**src/rtl/sbrd_pkg.sv**
```systemverilog
package sbrd_pkg;

    typedef enum logic [1:0] {
        ST_IDLE = 2'd0,
        ST_SEND = 2'd1,
        ST_WAIT = 2'd2,
        ST_RECV = 2'd3
    } sbrd_state_e;

    // register byte offsets
    localparam int unsigned CMD_OFS = 32'h08;
    localparam int unsigned WIN_OFS = 32'h10;

    // command word field positions
    localparam int unsigned CMD_TRIG_BIT = 15;
    localparam int unsigned CMD_ADDR_LSB = 16;
    localparam int unsigned CMD_DONE_BIT = 24;

endpackage

```
**src/rtl/sbrd_txser.sv**
```systemverilog
module sbrd_txser #(
    parameter int unsigned FRAME_W = 11
) (
    input  logic               clk,
    input  logic               rst_n,
    input  logic               load,
    input  logic [FRAME_W-1:0] load_frame,
    output logic               ser_frame,
    output logic               ser_data,
    output logic               ser_last
);
    localparam int unsigned CW = $clog2(FRAME_W + 1);

    typedef struct packed {
        logic [FRAME_W-1:0] sh;
        logic [CW-1:0]      cnt;
    } tx_t;

    tx_t d, q;

    always_comb begin
        d = q;
        if (load) begin
            d.sh  = load_frame;
            d.cnt = CW'(FRAME_W);
        end else if (q.cnt != '0) begin
            d.sh  = q.sh << 1;
            d.cnt = q.cnt - 1'b1;
        end
    end

    always_ff @(posedge clk or negedge rst_n) begin
        if (!rst_n) q <= '0;
        else        q <= d;
    end

    assign ser_frame = (q.cnt != '0);
    assign ser_data  = ser_frame & q.sh[FRAME_W-1];
    assign ser_last  = (q.cnt == CW'(1));


    no_load_busy_chk: assert property (@(posedge clk) disable iff (!rst_n)
        load |-> (q.cnt == '0));


    frame_len_chk: assert property (@(posedge clk) disable iff (!rst_n)
        $rose(ser_frame) |-> (q.cnt == CW'(FRAME_W)));

endmodule

```
**src/rtl/sbrd_rxdes.sv**
```systemverilog
module sbrd_rxdes #(
    parameter int unsigned WORD_W = 32
) (
    input  logic              clk,
    input  logic              rst_n,
    input  logic              clear,
    input  logic              en,
    input  logic              bit_in,
    output logic              word_valid,
    output logic [WORD_W-1:0] word_data,
    output logic              word_bad
);
    localparam int unsigned IW = $clog2(WORD_W + 1);

    typedef struct packed {
        logic [WORD_W-1:0] sh;
        logic [IW-1:0]     idx;
    } rx_t;

    rx_t d, q;

    always_comb begin
        d = q;
        if (clear) begin
            d.idx = '0;
        end else if (en) begin
            if (q.idx == IW'(WORD_W)) begin
                d.idx = '0;
            end else begin
                d.sh  = {q.sh[WORD_W-2:0], bit_in};
                d.idx = q.idx + 1'b1;
            end
        end
    end

    always_ff @(posedge clk or negedge rst_n) begin
        if (!rst_n) q <= '0;
        else        q <= d;
    end

    // the parity bit arrives in the cycle after the last data bit
    assign word_valid = en & (q.idx == IW'(WORD_W));
    assign word_data  = q.sh;
    assign word_bad   = (^q.sh) ^ bit_in;


    idx_range_chk: assert property (@(posedge clk) disable iff (!rst_n)
        q.idx <= IW'(WORD_W));

endmodule

```
**src/rtl/sbrd_engine.sv**
```systemverilog
module sbrd_engine
    import sbrd_pkg::*;
#(
    parameter int unsigned NUM_INST    = 4,
    parameter int unsigned SEL_W       = 11,
    parameter int unsigned RADDR_W     = 8,
    parameter int unsigned NUM_WORDS   = 8,
    parameter int unsigned WORD_W      = 32,
    parameter int unsigned TIMEOUT_CYC = 256,
    parameter int unsigned BUS_AW      = 8
) (
    input  logic              clk,
    input  logic              rst_n,
    input  logic              bus_wr,
    input  logic [BUS_AW-1:0] bus_addr,
    input  logic [WORD_W-1:0] bus_wdata,
    output logic [WORD_W-1:0] bus_rdata,
    output logic              req_frame,
    output logic              req_data,
    input  logic              rsp_frame,
    input  logic              rsp_data,
    output logic              err_timeout,
    output logic              err_parity
);
    localparam int unsigned CODE_W  = $clog2(NUM_INST);
    localparam int unsigned FRAME_W = CODE_W + RADDR_W + 1;
    localparam int unsigned TO_W    = $clog2(TIMEOUT_CYC);
    localparam int unsigned WI_W    = $clog2(NUM_WORDS);
    localparam int unsigned WIN_END = WIN_OFS + 4 * NUM_WORDS;

    typedef struct packed {
        sbrd_state_e        st;
        logic               trig;
        logic               done;
        logic [SEL_W-1:0]   sel;
        logic [RADDR_W-1:0] raddr;
        logic [TO_W-1:0]    tcnt;
        logic [WI_W-1:0]    widx;
        logic               pbad;
        logic               err_to;
        logic               err_par;
    } ctl_t;

    ctl_t d, q;
    logic [WORD_W-1:0] win_d [NUM_WORDS];
    logic [WORD_W-1:0] win_q [NUM_WORDS];

    logic               tx_load, tx_last;
    logic [FRAME_W-1:0] tx_frame;
    logic               rx_clear, rx_en, rx_valid, rx_bad;
    logic [WORD_W-1:0]  rx_word;
    logic               cmd_wr;
    logic               unused_wdata;

    assign unused_wdata = ^bus_wdata;
    assign cmd_wr   = bus_wr & (bus_addr == BUS_AW'(CMD_OFS));
    assign tx_frame = {q.sel[CODE_W-1:0], q.raddr, ^{q.sel[CODE_W-1:0], q.raddr}};

    always_comb begin
        d        = q;
        win_d    = win_q;
        d.err_to = 1'b0;
        d.err_par = 1'b0;
        tx_load  = 1'b0;
        rx_clear = 1'b0;
        rx_en    = 1'b0;

        // software write to the command word
        if (cmd_wr) begin
            d.sel   = bus_wdata[SEL_W-1:0];
            d.raddr = bus_wdata[CMD_ADDR_LSB +: RADDR_W];
            d.done  = 1'b0;
            if (bus_wdata[CMD_TRIG_BIT] && (q.st == ST_IDLE) && !q.trig)
                d.trig = 1'b1;
        end

        unique case (q.st)
            ST_IDLE: begin
                if (q.trig) begin
                    d.trig = 1'b0;
                    if (q.sel > SEL_W'(NUM_INST - 1)) begin
                        for (int k = 0; k < NUM_WORDS; k++) win_d[k] = '0;
                        d.done = 1'b1;
                    end else begin
                        tx_load = 1'b1;
                        d.st    = ST_SEND;
                    end
                end
            end
            ST_SEND: begin
                if (tx_last) begin
                    d.st     = ST_WAIT;
                    d.tcnt   = '0;
                    d.widx   = '0;
                    d.pbad   = 1'b0;
                    rx_clear = 1'b1;
                end
            end
            ST_WAIT: begin
                if (rsp_frame) begin
                    rx_en = 1'b1;
                    d.st  = ST_RECV;
                end else if (q.tcnt == TO_W'(TIMEOUT_CYC - 1)) begin
                    d.err_to = 1'b1;
                    d.done   = 1'b1;
                    d.st     = ST_IDLE;
                end else begin
                    d.tcnt = q.tcnt + 1'b1;
                end
            end
            ST_RECV: begin
                rx_en = 1'b1;
                if (rx_valid) begin
                    win_d[q.widx] = rx_word;
                    d.pbad = q.pbad | rx_bad;
                    if (q.widx == WI_W'(NUM_WORDS - 1)) begin
                        d.st      = ST_IDLE;
                        d.done    = 1'b1;
                        d.err_par = q.pbad | rx_bad;
                    end else begin
                        d.widx = q.widx + 1'b1;
                    end
                end
            end
            default: d.st = ST_IDLE;
        endcase
    end

    always_ff @(posedge clk or negedge rst_n) begin
        if (!rst_n) begin
            q <= '0;
            for (int k = 0; k < NUM_WORDS; k++) win_q[k] <= '0;
        end else begin
            q <= d;
            for (int k = 0; k < NUM_WORDS; k++) win_q[k] <= win_d[k];
        end
    end

    // register read mux
    always_comb begin
        bus_rdata = '0;
        if (bus_addr == BUS_AW'(CMD_OFS)) begin
            bus_rdata[SEL_W-1:0]               = q.sel;
            bus_rdata[CMD_TRIG_BIT]            = q.trig;
            bus_rdata[CMD_ADDR_LSB +: RADDR_W] = q.raddr;
            bus_rdata[CMD_DONE_BIT]            = q.done;
        end else if ((bus_addr >= BUS_AW'(WIN_OFS)) && (bus_addr < BUS_AW'(WIN_END))
                     && (bus_addr[1:0] == 2'b00)) begin
            bus_rdata = win_q[WI_W'((bus_addr - BUS_AW'(WIN_OFS)) >> 2)];
        end
    end

    sbrd_txser #(.FRAME_W(FRAME_W)) tx_i (
        .clk        (clk),
        .rst_n      (rst_n),
        .load       (tx_load),
        .load_frame (tx_frame),
        .ser_frame  (req_frame),
        .ser_data   (req_data),
        .ser_last   (tx_last)
    );

    sbrd_rxdes #(.WORD_W(WORD_W)) rx_i (
        .clk        (clk),
        .rst_n      (rst_n),
        .clear      (rx_clear),
        .en         (rx_en),
        .bit_in     (rsp_data),
        .word_valid (rx_valid),
        .word_data  (rx_word),
        .word_bad   (rx_bad)
    );

    assign err_timeout = q.err_to;
    assign err_parity  = q.err_par;


    trig_clear_chk: assert property (@(posedge clk) disable iff (!rst_n)
        (q.trig && q.st == ST_IDLE) |=> !q.trig);


    frame_origin_chk: assert property (@(posedge clk) disable iff (!rst_n)
        $rose(req_frame) |-> $past(q.st == ST_IDLE && q.trig));


    err_excl_chk: assert property (@(posedge clk) disable iff (!rst_n)
        !(err_timeout && err_parity));


    err_done_chk: assert property (@(posedge clk) disable iff (!rst_n)
        (err_timeout || err_parity) |-> q.done);

endmodule

```
**config.mk**
```make
export PLATFORM = sky130hd
export DESIGN_NAME = sbrd_engine
export DESIGN_NICKNAME = d
export VERILOG_FILES = /design/src/rtl/sbrd_pkg.sv /design/src/rtl/sbrd_txser.sv /design/src/rtl/sbrd_rxdes.sv /design/src/rtl/sbrd_engine.sv
export SDC_FILE = /design/constraint.sdc
export NUM_CORES = 1
export LEC_CHECK = 0
export ABC_AREA = 1
export BUFFER_PORTS_ARGS = -buffer_cell sky130_fd_sc_hd__buf_4
export CAP_MARGIN = 10
export CORE_AREA = 4 4 204 206
export DETAILED_ROUTE_END_ITERATION = 6
export DIE_AREA = 0 0 208 210
export GPL_ROUTABILITY_DRIVEN = 0
export PLACE_DENSITY = 0.58
export SETUP_SLACK_MARGIN = 0.3
export SYNTH_ARGS = -nofsm -noshare
export SYNTH_HDL_FRONTEND = slang
export SYNTH_HIERARCHICAL = 1
export SYNTH_SLANG_ARGS = --single-unit
```
**constraint.sdc**
```tcl
create_clock -name clk -period 2.9 [get_ports clk]
set_clock_uncertainty 0.15 [all_clocks]
set_input_delay 0.145 -clock clk [delete_from_list [all_inputs] [get_ports clk]]
set_output_delay 0.145 -clock clk [all_outputs]
set_load 0.01 [all_outputs]
```
==> results of run 1 <==
[state kept, by name, indices dropped and copies added, names as in the netlist]
signal          count
q                  35
err_timeout         1
win_q             256
rx_i/word_data     32
tx_i/q             15
err_parity          1
rx_i/q              6
[cells in the mapped netlist, types with 2 or more instances]
master	count
buf_1	5
mux2_4	15
nor2_1	149
nand2_1	360
o21ai_4	8
nand3_4	2
xor2_1	8
buf_4	39
nand2_4	2
nor3_1	10
a211oi_1	11
o22ai_2	65
ha_1	8
inv_1	333
o22ai_1	195
xnor2_1	10
mux2_2	3
o221ai_1	51
nand4_1	15
o21ai_1	15
buf_6	29
mux2_1	3
nor2_4	3
buf_2	22
nand2_2	2
nand3_1	46
clkbuf_1	58
o31ai_1	2
nand3b_1	2
dfrtp_1	346
o21ai_0	141
a21oi_1	34
inv_2	12
[logic make-up (layout without fill, tap and decap cells)]
family	after synthesis	count (layout)	share of synthesized area, %
compound gates	527	527	21.0
xor+xnor	18	18	0.892
fa+ha+maj	8	8	0.566
buf+inv	500	572	12.9
flops	346	346	49.0
mux	21	21	1.66
simple gates	599	599	14.0
[area by class of cell]
class | count | area [um^2] | area share (%)
Inverter | 347 | 1310 | 6.46
Multi-Input combinational cell | 1173 | 6750 | 33.3
Clock inverter | 21 | 319 | 1.57
Tap cell | 525 | 657 | 3.24
Clock buffer | 53 | 1160 | 5.72
Timing Repair Buffer | 151 | 1440 | 7.09
Sequential cell | 346 | 8660 | 42.7
[through the flow]
step	util, %	std cells	hold WS (ns)	worst slack (ns)	instance area (um^2)
6_report	51.2	2616	0.00400	0.442	20300
5_1_grt	51.2	2616	0.0874	0.229	20300
4_1_cts	51.0	2611	0.0504	0.316	20200
3_5_place_dp	46.7	2514	0.0775	0.335	18500
3_3_place_gp	46.7	2514	0.0773	0.331	18500
2_1_floorplan	-	2019	-0.301	0.715	17700
[metal layers]
layer	wire length, um	vias up	part of all wire [%]	global-route usage (%)
met5	0	-	0	0
met4	1490	0	2.9	6.64
met3	2900	95	5.6	3.63
met2	23600	425	46	37.5
met1	23700	7080	46	33.5
li1	-	6764	-	-
[repair_timing]
| item | 4_1_cts | 5_1_grt |
|---|---|---|
| gates resized for setup | 0 | 7 |
| setup buffers | 0 | 5 |
| hold buffers | 23 | 0 |
| endpoints found under the setup margin | 0 | 227 |
| hold endpoints to repair | 220 | 0 |
[how the worst max path moves through the flow]
stage | startpoint | to | slack [ns] | cells past startpoint
4_1_cts | q[35]$_DFFE_PN0P_ | win_q[63]$_DFFE_PN0P_ | 0.32 | 11
2_1_floorplan | q[36]$_DFFE_PN0P_ | win_q[100]$_DFFE_PN0P_ | 0.72 | 12
3_3_place_gp | q[35]$_DFFE_PN0P_ | win_q[51]$_DFFE_PN0P_ | 0.33 | 11
3_5_place_dp | q[35]$_DFFE_PN0P_ | win_q[63]$_DFFE_PN0P_ | 0.33 | 11
5_1_grt | q[35]$_DFFE_PN0P_ | win_q[38]$_DFFE_PN0P_ | 0.23 | 10
6_report | q[35]$_DFFE_PN0P_ | win_q[230]$_DFFE_PN0P_ | 0.44 | 10
[power groups by stage]
| stage | Sequential [mW] | Combinational (mW) | Clock [mW] |
|---|---|---|---|
| 6_report | 4.85 | 0.537 | 5.68 |
| 3_5_place_dp | 4.94 | 0.514 | 0 |
| 4_1_cts | 4.85 | 0.540 | 5.79 |
| 5_1_grt | 4.85 | 0.600 | 5.98 |
| 2_1_floorplan | 4.94 | 0.256 | 0 |
| 3_3_place_gp | 4.94 | 0.511 | 0 |
[worst max-delay path: cells and delay by family (launching register included)]
family	cells	cell delay, ns
AND/OR/NAND/NOR	6	1.08
flip-flops	1	0.45
buffers and inverters	3	0.42
AO/OA/AOI/OAI	1	0.26
==> results.tsv, run 1 <==
stage	metric	value	unit
run_status	outcome	completed	
clock_network	CTS clk-pin slew, worst paths	0.06	ns
clock_network	clock tree sinks	346	
power_and_ir_drop	Total Power Consumption	11.1	mW
worst_setup_path	most used cell along the critical path	nand2_1	
sta	Slew Limit Fails	0	
synthesis	syn_area_per_cell	8.75	um^2
clock_network	clock insertion delay at the later pin of the skew report	0.56	ns
sta	Max Clk Rate	0.407	GHz
finish	fraction of final layout cells sized beyond drive strength 1	15.6	%
grt	number of global-route vias before repair	14300	
run	max cap viols	0	
synthesis	flop and latch count out of synthesis	346	
power_and_ir_drop	clock share of power	51.3	%
power_and_ir_drop	cell internal pwr	8.57	mW
worst_setup_path	critical path's largest stage delay	0.45	ns
placement	estimated wirelength of the detail-placed design	31300	um
synthesis	main flop type after synthesis	dfrtp_1	
worst_setup_path	crit path capture type	flop	
worst_setup_path	required time of the worst setup path	3.22	ns
sta	unrepaired setup endpoints after global routing	yes	
routing	detailed-route vias per instance	5.49	
worst_setup_path	signal arrival time at the worst endpoint	2.78	ns
worst_setup_path	critical path fanouts, max	32	
grt	wire length of the first global-routing pass	82300	um
power_and_ir_drop	switching part of the total	22.6	%
grt	maximum number of pins on one net before global-route repair	105	
floorplan	Core Box Area	0.0396	mm^2
grt	Overflow after GRT	0	
min_path	worst min-delay path category	in2async	
routing	final wirelength	51600	um
synthesis	number of unique standard cell types used by synthesis	48	
floorplan	horizontal extent of the die	208	um
sta	final count of hold timing violations	0	
finish	antenna cells	0	
sta	Setup violations, final	0	
finish	most used cells in the layout excluding fill and tap cells	nand2_1 (357), dfrtp_1 (346), inv_1 (331), o22ai_1 (195), nor2_1 (149)	
synthesis	post-synthesis cell type with the largest combined area	dfrtp_1	
grt	combined global-route utilization of all metal layers	23.4	%
routing	average wire per cell in the routed design	19.7	um
synthesis	Synth Net Count	2072	
synthesis	ranking of synthesized cells by area	dfrtp_1 (49%), nand2_1 (7.6%), inv_1 (7.1%)	
sta	sum of negative setup slack	0	ns
clock_network	Max clock buf depth	3	
routing	Post-route DRC	0	
synthesis	Post-synth EDFFs	0	
sta	period utilization	84.7	%
floorplan	I/O pins	81	
sta	final period demand of the worst path	2.46	ns
finish	count of filler cells inserted in the layout	3695	
floorplan	Starting Density	44.6	%
worst_setup_path	path depth of the worst reg2reg path	10	
clock_network	number of buffers created by CTS	40	
finish	number of nets at the end of the flow	2112	
routing	count of TritonRoute iterations in the first routing pass	6	
sta	max_slew headroom	39.7	%
synthesis	Post-Syn Area	0.0177	mm^2
power_and_ir_drop	leakage component of the power	9.28	nW
worst_setup_path	end of the worst register-to-register path	win_q[230]$_DFFE_PN0P_	
power_and_ir_drop	combinational group share of total power	4.9	%
clock_network	TritonCTS clock tree	yes	
power_and_ir_drop	sequential fraction of design power	43.9	%
synthesis	area share of the leading cell type in the synthesized netlist	49.0	%
worst_setup_path	standard cell with the maximum stage delay on the critical path	dfrtp_1	
power_and_ir_drop	Pwr per Cell Area	545	mW/mm^2
clock_network	maximum level of the CTS H-tree	2	
floorplan	area of the die	0.0437	mm^2
worst_setup_path	worst path cell trace	nor2_4 > nand2_1 > nand2_1 > inv_1 > nor2_1 > inv_1 > nor2_8 > buf_12 > nand2_1 > o22ai_1	
placement	number of buffers inserted by port buffering	68	
routing	DR vias	14400	
synthesis	Post-Syn Instances	2019	
sta	actual transition at the worst max-transition pin	0.903	ns
worst_setup_path	setup slack on the worst flop-to-flop path	0.44	ns
synthesis	total of warnings raised by yosys	6	
finish	post-synthesis to final-layout area growth	14.8	%
routing	remaining antenna violation count after routing	0	
synthesis	fraction of the yosys area taken by sequential cells	49.0	%
floorplan	placement row count	73	
synthesis	proportion of register bits with asynchronous set or reset after synthesis	100	%
grt	initial antenna violation count	0	
power_and_ir_drop	maximum vdd drop	356	uV
worst_setup_path	category of the critical setup timing path	reg2reg	
routing	first-iteration detailed-routing DRC count	1078	
worst_setup_path	FF-to-FF Start	q[35]$_DFFE_PN0P_	
finish	most frequent standard cell in the layout excluding fill and tap cells	nand2_1	
power_and_ir_drop	sw power	2.50	mW
worst_setup_path	element type at the critical path start	flop	
clock_network	root buf cell	clkbuf_16	
floorplan	Die Y	210	um
Note: power is estimated with default switching activity, not from simulation.
==> inputs of run 2 (changes only) <==
--- a/config.mk
+++ b/config.mk
@@ -12,7 +12,7 @@
 export DETAILED_ROUTE_END_ITERATION = 6
 export DIE_AREA = 0 0 208 210
 export GPL_ROUTABILITY_DRIVEN = 0
-export PLACE_DENSITY = 0.58
+export PLACE_DENSITY = 0.6
 export SETUP_SLACK_MARGIN = 0.3
 export SYNTH_ARGS = -nofsm -noshare
 export SYNTH_HDL_FRONTEND = slang
==> constraint.sdc (replaced) <==
create_clock -name clk -period 2 [get_ports clk]
set_clock_uncertainty 0.15 [all_clocks]
set_input_delay 0.1 -clock clk [delete_from_list [all_inputs] [get_ports clk]]
set_output_delay 0.1 -clock clk [all_outputs]
set_load 0.01 [all_outputs]
==> results.tsv, run 2 (same netlist as run 1, synthesis figures left out) <==
stage	metric	value	unit	change
power_and_ir_drop	maximum vdd drop	576	uV	was 356 uV
placement	estimated wirelength of the detail-placed design	33500	um	was 31300 um
power_and_ir_drop	Total Power Consumption	15.4	mW	was 11.1 mW
grt	initial antenna violation count	0		unchanged
sta	Max Clk Rate	0.487	GHz	was 0.407 GHz
sta	hold slack	0.0378	ns	was 0.00400 ns
finish	multi-input logic area	0.00750	mm^2	was 0.00675 mm^2
run	max cap viols	0		unchanged
routing	detailed-route vias per instance	5.56		was 5.49
routing	count of TritonRoute iterations in the first routing pass	6		unchanged
sta	sum of negative setup slack	-2.52	ns	was 0 ns
sta	unrepaired setup endpoints after global routing	yes		unchanged
finish	fraction of final layout cells sized beyond drive strength 1	28.0	%	was 15.6%
routing	final wirelength	58900	um	was 51600 um
worst_setup_path	worst path cell trace	inv_2 > nor2_4 > nand2_2 > nand2_2 > inv_2 > nor2_4 > inv_2 > nor2_8 > buf_4 > inv_6 > o21ai_4 > buf_12 > clkbuf_16 > o22ai_1		was nor2_4 > nand2_1 > nand2_1 > inv_1 > nor2_1 > inv_1 > nor2_8 > buf_12 > nand2_1 > o22ai_1
finish	most used cells in the layout excluding fill and tap cells	dfrtp_1 (337), nand2_1 (322), inv_1 (321), buf_4 (191), o22ai_1 (146)		was nand2_1 (357), dfrtp_1 (346), inv_1 (331), o22ai_1 (195), nor2_1 (149)
grt	Overflow after GRT	0		unchanged
clock_network	root buf cell	clkbuf_16		unchanged
placement	placed cell count	2601		was 2514
sta	final worst-path setup slack	-0.0550	ns	was 0.442 ns
run_status	outcome	finished, violations left		was completed
floorplan	Die Y	210	um	unchanged
clock_network	TritonCTS clock tree	yes		unchanged
finish	non-filler instance count after layout	2776		was 2616
floorplan	area of the die	0.0437	mm^2	unchanged
worst_setup_path	critical path fanouts, max	6		was 32
placement	worst slack after detailed placement	-0.0806	ns	was 0.335 ns
worst_setup_path	element type at the critical path start	flop		unchanged
grt	combined global-route utilization of all metal layers	24.7	%	was 23.4%
finish	number of nets at the end of the flow	2278		was 2112
worst_setup_path	most used cell along the critical path	inv_2		was nand2_1
placement	number of buffers inserted by port buffering	68		unchanged
worst_setup_path	category of the critical setup timing path	reg2reg		unchanged
worst_setup_path	signal arrival time at the worst endpoint	2.34	ns	was 2.78 ns
power_and_ir_drop	leakage component of the power	10.4	nW	was 9.28 nW
worst_setup_path	standard cell with the maximum stage delay on the critical path	dfrtp_2		was dfrtp_1
grt	wire length of the first global-routing pass	86600	um	was 82300 um
sta	Slew Limit Fails	0		unchanged
worst_setup_path	path depth of the worst reg2reg path	14		was 10
worst_setup_path	required time of the worst setup path	2.28	ns	was 3.22 ns
sta	max_slew headroom	59.1	%	was 39.7%
power_and_ir_drop	Pwr per Cell Area	668	mW/mm^2	was 545 mW/mm^2
floorplan	Starting Density	44.6	%	unchanged
clock_network	clock insertion delay at the later pin of the skew report	0.57	ns	was 0.56 ns
floorplan	horizontal extent of the die	208	um	unchanged
finish	count of filler cells inserted in the layout	3350		was 3695
floorplan	Core Box Area	0.0396	mm^2	unchanged
grt	maximum number of pins on one net before global-route repair	97		was 105
sta	final count of hold timing violations	0		unchanged
clock_network	number of buffers created by CTS	41		was 40
sta	Setup violations, final	159		was 0
finish	antenna cells	0		unchanged
floorplan	I/O pins	81		unchanged
finish	post-synthesis to final-layout area growth	30.3	%	was 14.8%
min_path	Worst Hold Depth	3		
routing	DR vias	15400		was 14.4k
routing	remaining antenna violation count after routing	0		unchanged
floorplan	placement row count	73		unchanged
min_path	worst min-delay path category	in2reg		was in2async
sta	period utilization	103	%	was 84.7%
worst_setup_path	crit path capture type	flop		unchanged
routing	Post-route DRC	0		unchanged
sta	final period demand of the worst path	2.05	ns	was 2.46 ns
finish	largest register by flop count	win_q		unchanged
finish	Largest register FFs	256		unchanged
clock_network	clock tree sinks	346		unchanged
worst_setup_path	critical path's largest stage delay	0.37	ns	was 0.45 ns
finish	most frequent standard cell in the layout excluding fill and tap cells	dfrtp_1		was nand2_1
grt	number of global-route vias before repair	15300		was 14.3k
sta	actual transition at the worst max-transition pin	0.614	ns	was 0.903 ns
clock_network	CTS clk-pin slew, worst paths	0.06	ns	about the same
finish	flip-flop and latch area	0.00867	mm^2	was 0.00866 mm^2
routing	average wire per cell in the routed design	21.2	um	was 19.7 um
run_status	violated checks	setup timing		
routing	first-iteration detailed-routing DRC count	1777		was 1078
clock_network	maximum level of the CTS H-tree	2		unchanged
clock_network	Max clock buf depth	3		unchanged
run 2: changes by cell type in the layout (fill, tap and decap cells not counted), moves of 28 or more:
| cell | delta |
|---|---|
| buf_6 | +28 |
| o22ai_2 | +47 |
| o22ai_1 | -49 |
| nand2_1 | -35 |
| o21ai_0 | -35 |
| buf_4 | +85 |
run 2: routing by layer:
metal | track usage (%) | routed length [um]
met5 | 0 | 0
met4 | 8.70 | 2470
met3 | 3.88 | 4270
met2 | 39.5 | 27600
met1 | 34.7 | 24600
run 2: layout make-up:
| class | count | share of cell area, % |
|---|---|---|
| Sequential cell | 346 | 37.6 |
| Multi-Input combinational cell | 1173 | 32.6 |
| Timing Repair Buffer | 315 | 15.4 |
| Inverter | 347 | 5.71 |
| Clock buffer | 62 | 5.45 |
| Tap cell | 525 | 2.85 |
| Clock inverter | 7 | 0.391 |
| Timing Repair inverter | 1 | 0.0380 |
run 2: power breakdown:
part | internal (mW) | switching, mW | total [mW]
combinational | 0.310 | 0.540 | 0.850
sequential | 7.02 | 0.0210 | 7.04
clock | 4.46 | 3.05 | 7.51
run 2: final timing paths:
check,startpoint,endpoint,slack [ns]
setup / recovery,q[36]$_DFFE_PN0P_,win_q[193]$_DFFE_PN0P_,-0.05
hold / removal,bus_wr,q[34]$_DFF_PN0_,0.04
setup reg to reg,q[36]$_DFFE_PN0P_,win_q[193]$_DFFE_PN0P_,-0.05
hold reg to reg,q[11]$_DFFE_PN0P_,q[11]$_DFFE_PN0P_,0.36
max in group asynchronous,rst_n,q[32]$_DFFE_PN0P_,0.45
min in group asynchronous,rst_n,win_q[221]$_DFFE_PN0P_,0.47
run 2: metrics by stage:
stage	cell area, um^2	util (%)
2_1_floorplan	17800	-
3_3_place_gp	19400	48.9
3_5_place_dp	19400	48.9
4_1_cts	21900	55.2
5_1_grt	23000	58.1
6_report	23000	58.1
run 2: what timing repair did:
action	in CTS	in global routing
setup endpoints to repair	356	359
pin swaps	42	12
setup buffers	36	15
endpoints found under the hold margin	378	0
gates cloned	6	25
hold buffers	24	0
gates resized for setup	143	84
run 2: critical path: cells and delay by family (launching register included):
| family | cells | cell delay (ns) |
|---|---|---|
| compound gates | 2 | 0.21 |
| buf+inv | 7 | 0.72 |
| flops | 1 | 0.37 |
| simple gates | 5 | 0.46 |
==> inputs of run 3 (changes only) <==
--- a/config.mk
+++ b/config.mk
@@ -12,7 +12,7 @@
 export DETAILED_ROUTE_END_ITERATION = 6
 export DIE_AREA = 0 0 208 210
 export GPL_ROUTABILITY_DRIVEN = 0
-export PLACE_DENSITY = 0.6
+export PLACE_DENSITY = 0.58
 export SETUP_SLACK_MARGIN = 0.3
 export SYNTH_ARGS = -nofsm -noshare
 export SYNTH_HDL_FRONTEND = slang
==> constraint.sdc (replaced) <==
create_clock -name clk -period 2.3 [get_ports clk]
set_clock_uncertainty 0.15 [all_clocks]
set_input_delay 0.115 -clock clk [delete_from_list [all_inputs] [get_ports clk]]
set_output_delay 0.115 -clock clk [all_outputs]
set_load 0.01 [all_outputs]
==> results.tsv, run 3 (same netlist as run 1, synthesis figures left out) <==
stage	metric	value	unit	change
sta	Setup violations, final	0		was 159
routing	average wire per cell in the routed design	22.6	um	was 21.2 um
routing	detailed-route vias per instance	5.73		was 5.56
sta	Max Clk Rate	0.462	GHz	was 0.487 GHz
routing	remaining antenna violation count after routing	0		unchanged
worst_setup_path	critical path fanouts, max	8		was 6
placement	number of buffers inserted by port buffering	68		unchanged
sta	final period demand of the worst path	2.16	ns	was 2.05 ns
finish	post-synthesis to final-layout area growth	36.6	%	was 30.3%
worst_setup_path	standard cell with the maximum stage delay on the critical path	dfrtp_1		was dfrtp_2
finish	flip-flop and latch area	0.00870	mm^2	was 0.00867 mm^2
power_and_ir_drop	combinational group share of total power	5.1	%	was 5.5%
routing	Post-route DRC	0		unchanged
finish	Finished Core Util	60.9	%	was 58.1%
worst_setup_path	most used cell along the critical path	buf_12		was inv_2
routing	Detail Route met2 WL	28300	um	was 27600 um
grt	maximum number of pins on one net before global-route repair	65		was 97
finish	number of nets at the end of the flow	2233		was 2278
floorplan	Die Y	210	um	unchanged
floorplan	area of the die	0.0437	mm^2	unchanged
worst_setup_path	required time of the worst setup path	2.53	ns	was 2.28 ns
sta	actual transition at the worst max-transition pin	0.845	ns	was 0.614 ns
power_and_ir_drop	Pwr per Cell Area	569	mW/mm^2	was 668 mW/mm^2
sta	sum of negative setup slack	0	ns	was -2.52 ns
routing	first-iteration detailed-routing DRC count	1489		was 1777
clock_network	maximum level of the CTS H-tree	2		unchanged
grt	wire length of the first global-routing pass	88400	um	was 86600 um
grt	Overflow after GRT	0		unchanged
finish	fraction of final layout cells sized beyond drive strength 1	33.2	%	was 28.0%
placement	worst slack after detailed placement	0.0163	ns	was -0.0806 ns
power_and_ir_drop	leakage component of the power	10.3	nW	was 10.4 nW
finish	most used cells in the layout excluding fill and tap cells	dfrtp_1 (315), nand2_1 (310), inv_1 (308), o22ai_2 (198), buf_4 (156)		was dfrtp_1 (337), nand2_1 (322), inv_1 (321), buf_4 (191), o22ai_1 (146)
sta	period utilization	94.1	%	was 103%
floorplan	Core Box Area	0.0396	mm^2	unchanged
finish	count of filler cells inserted in the layout	3178		was 3350
finish	antenna cells	0		unchanged
clock_network	clock tree sinks	346		unchanged
power_and_ir_drop	sw power	3.13	mW	was 3.61 mW
min_path	worst min-delay path category	in2async		was in2reg
clock_network	clock insertion delay at the later pin of the skew report	0.55	ns	was 0.57 ns
worst_setup_path	worst path cell trace	inv_2 > ha_4 > nand4_4 > nor2_4 > inv_4 > nor2_8 > buf_12 > inv_8 > o21ai_4 > buf_6 > buf_12 > o22ai_2		was inv_2 > nor2_4 > nand2_2 > nand2_2 > inv_2 > nor2_4 > inv_2 > nor2_8 > buf_4 > inv_6 > o21ai_4 > buf_12 > clkbuf_16 > o22ai_1
worst_setup_path	category of the critical setup timing path	reg2reg		unchanged
finish	Largest register FFs	256		unchanged
grt	initial antenna violation count	1		was 0
power_and_ir_drop	clock share of power	50.3	%	was 48.7%
routing	highest metal layer used by the detailed router	met4		unchanged
worst_setup_path	crit path capture type	flop		unchanged
worst_setup_path	element type at the critical path start	flop		unchanged
placement	estimated wirelength of the detail-placed design	31600	um	was 33500 um
sta	Slew Limit Fails	0		unchanged
power_and_ir_drop	sequential fraction of design power	44.6	%	was 45.7%
clock_network	root buf cell	clkbuf_16		unchanged
routing	routed length on met3	4900	um	was 4270 um
sta	final worst-path setup slack	0.137	ns	was -0.0550 ns
finish	most frequent standard cell in the layout excluding fill and tap cells	dfrtp_1		unchanged
finish	Non-Filler Cell Area, Final	0.0241	mm^2	was 0.0230 mm^2
clock_network	TritonCTS clock tree	yes		unchanged
finish	largest register by flop count	win_q		unchanged
power_and_ir_drop	switching part of the total	22.8	%	was 23.4%
floorplan	Starting Density	44.6	%	unchanged
floorplan	placement row count	73		unchanged
floorplan	horizontal extent of the die	208	um	unchanged
routing	Post-Route M1 WL	25800	um	was 24600 um
routing	DR vias	15700		was 15.4k
clock_network	CTS clk-pin slew, worst paths	0.06	ns	about the same
finish	multi-input logic area	0.00876	mm^2	was 0.00750 mm^2
sta	unrepaired setup endpoints after global routing	yes		unchanged
clock_network	number of buffers created by CTS	40		was 41
worst_setup_path	family with the most delay on the worst path	buffers and inverters		unchanged
sta	max_slew headroom	43.7	%	was 59.1%
routing	count of TritonRoute iterations in the first routing pass	5		was 6
grt	combined global-route utilization of all metal layers	25.5	%	was 24.7%
sta	final count of hold timing violations	0		unchanged
placement	total placed instance area	0.0187	mm^2	was 0.0194 mm^2
clock_network	Max clock buf depth	3		unchanged
run	max cap viols	0		unchanged
run_status	outcome	completed		was finished, violations left
floorplan	I/O pins	81		unchanged
grt	number of global-route vias before repair	14900		was 15.3k
worst_setup_path	signal arrival time at the worst endpoint	2.40	ns	was 2.34 ns
power_and_ir_drop	maximum vdd drop	444	uV	was 576 uV
worst_setup_path	Critical path buffers and inverters	6		was 7
power_and_ir_drop	cell internal pwr	10.6	mW	was 11.8 mW
worst_setup_path	critical path's largest stage delay	0.39	ns	was 0.37 ns
routing	final wirelength	61900	um	was 58900 um
run 3: cell count changes in the layout (fill, tap and decap cells not counted), sizes merged:
cell         before  now
dlygate4sd3      24   23
inv             349  348
bufbuf            0    1
clkinv            5    6
clkbuf           83   73
buf             270  234
bufinv            1    4
run 3: final cells by class:
cell class / count / share of cell area [%]
inverter: 347 / 5.47
multi-input combinational: 1173 / 36.3
clock inverter: 10 / 0.684
timing repair buffer: 271 / 13.5
timing repair inverter: 1 / 0.0466
clock buffer: 60 / 5.25
sequential: 346 / 36.0
tap: 525 / 2.72
run 3: worst paths after layout:
kind / start / end / slack, ns / cells after the start
max in group asynchronous: rst_n / rx_i/word_data[9]$_DFFE_PN0P_ / 1.20 / 3
worst max-delay path: rx_i/q[1]$_DFFE_PN0P_ / win_q[67]$_DFFE_PN0P_ / 0.14 / 12
worst min-delay path: rst_n / win_q[127]$_DFFE_PN0P_ / 0.001 / 2
min in group clk: bus_wr / q[34]$_DFF_PN0_ / 0.07 / 3
worst max register to register: rx_i/q[1]$_DFFE_PN0P_ / win_q[67]$_DFFE_PN0P_ / 0.14 / 12
worst min register to register: q[11]$_DFFE_PN0P_ / q[11]$_DFFE_PN0P_ / 0.35 / 2
run 3: worst register-to-register path, delay by kind of cell, from the launching register on:
kind / cells / cell delay [ns]
DFF: 1 / 0.39
adders and majority gates: 1 / 0.14
AOI/OAI and AO/OA: 2 / 0.24
and+or+nand+nor: 3 / 0.39
buffers and inverters: 6 / 0.71
run 3: layer usage:
layer,global-route usage (%),up-vias
met2,40.2,643
met4,9.51,0
met5,0,-
met1,35.6,7810
li1,-,7032
met3,4.67,183
run 3: repair_timing:
action / in CTS / in global routing
endpoints found under the hold margin: 378 / 0
hold buffers: 23 / 0
setup buffers: 35 / 50
gates cloned: 15 / 15
pin swaps: 29 / 92
resized for setup: 189 / 270
endpoints found under the setup margin: 302 / 327
run 3: per-stage QoR:
stage               power, mW  hold WS (ns)  std cells
floorplan                6.55        -0.331       2019
detailed placement       6.88       -0.0111       2525
global placement         6.88       -0.0153       2525
CTS                      13.8       0.00826       2668
finish                   13.7       0.00108       2733
global route             14.1        0.0372       2733
run 3: power groups by stage:
stage	Combinational (mW)	Sequential, mW	Clock, mW
final	0.699	6.12	6.91
after CTS	0.691	6.12	6.97
after global placement	0.648	6.23	0
after detailed placement	0.652	6.23	0
after global routing	0.774	6.12	7.24
after floorplan	0.323	6.23	0
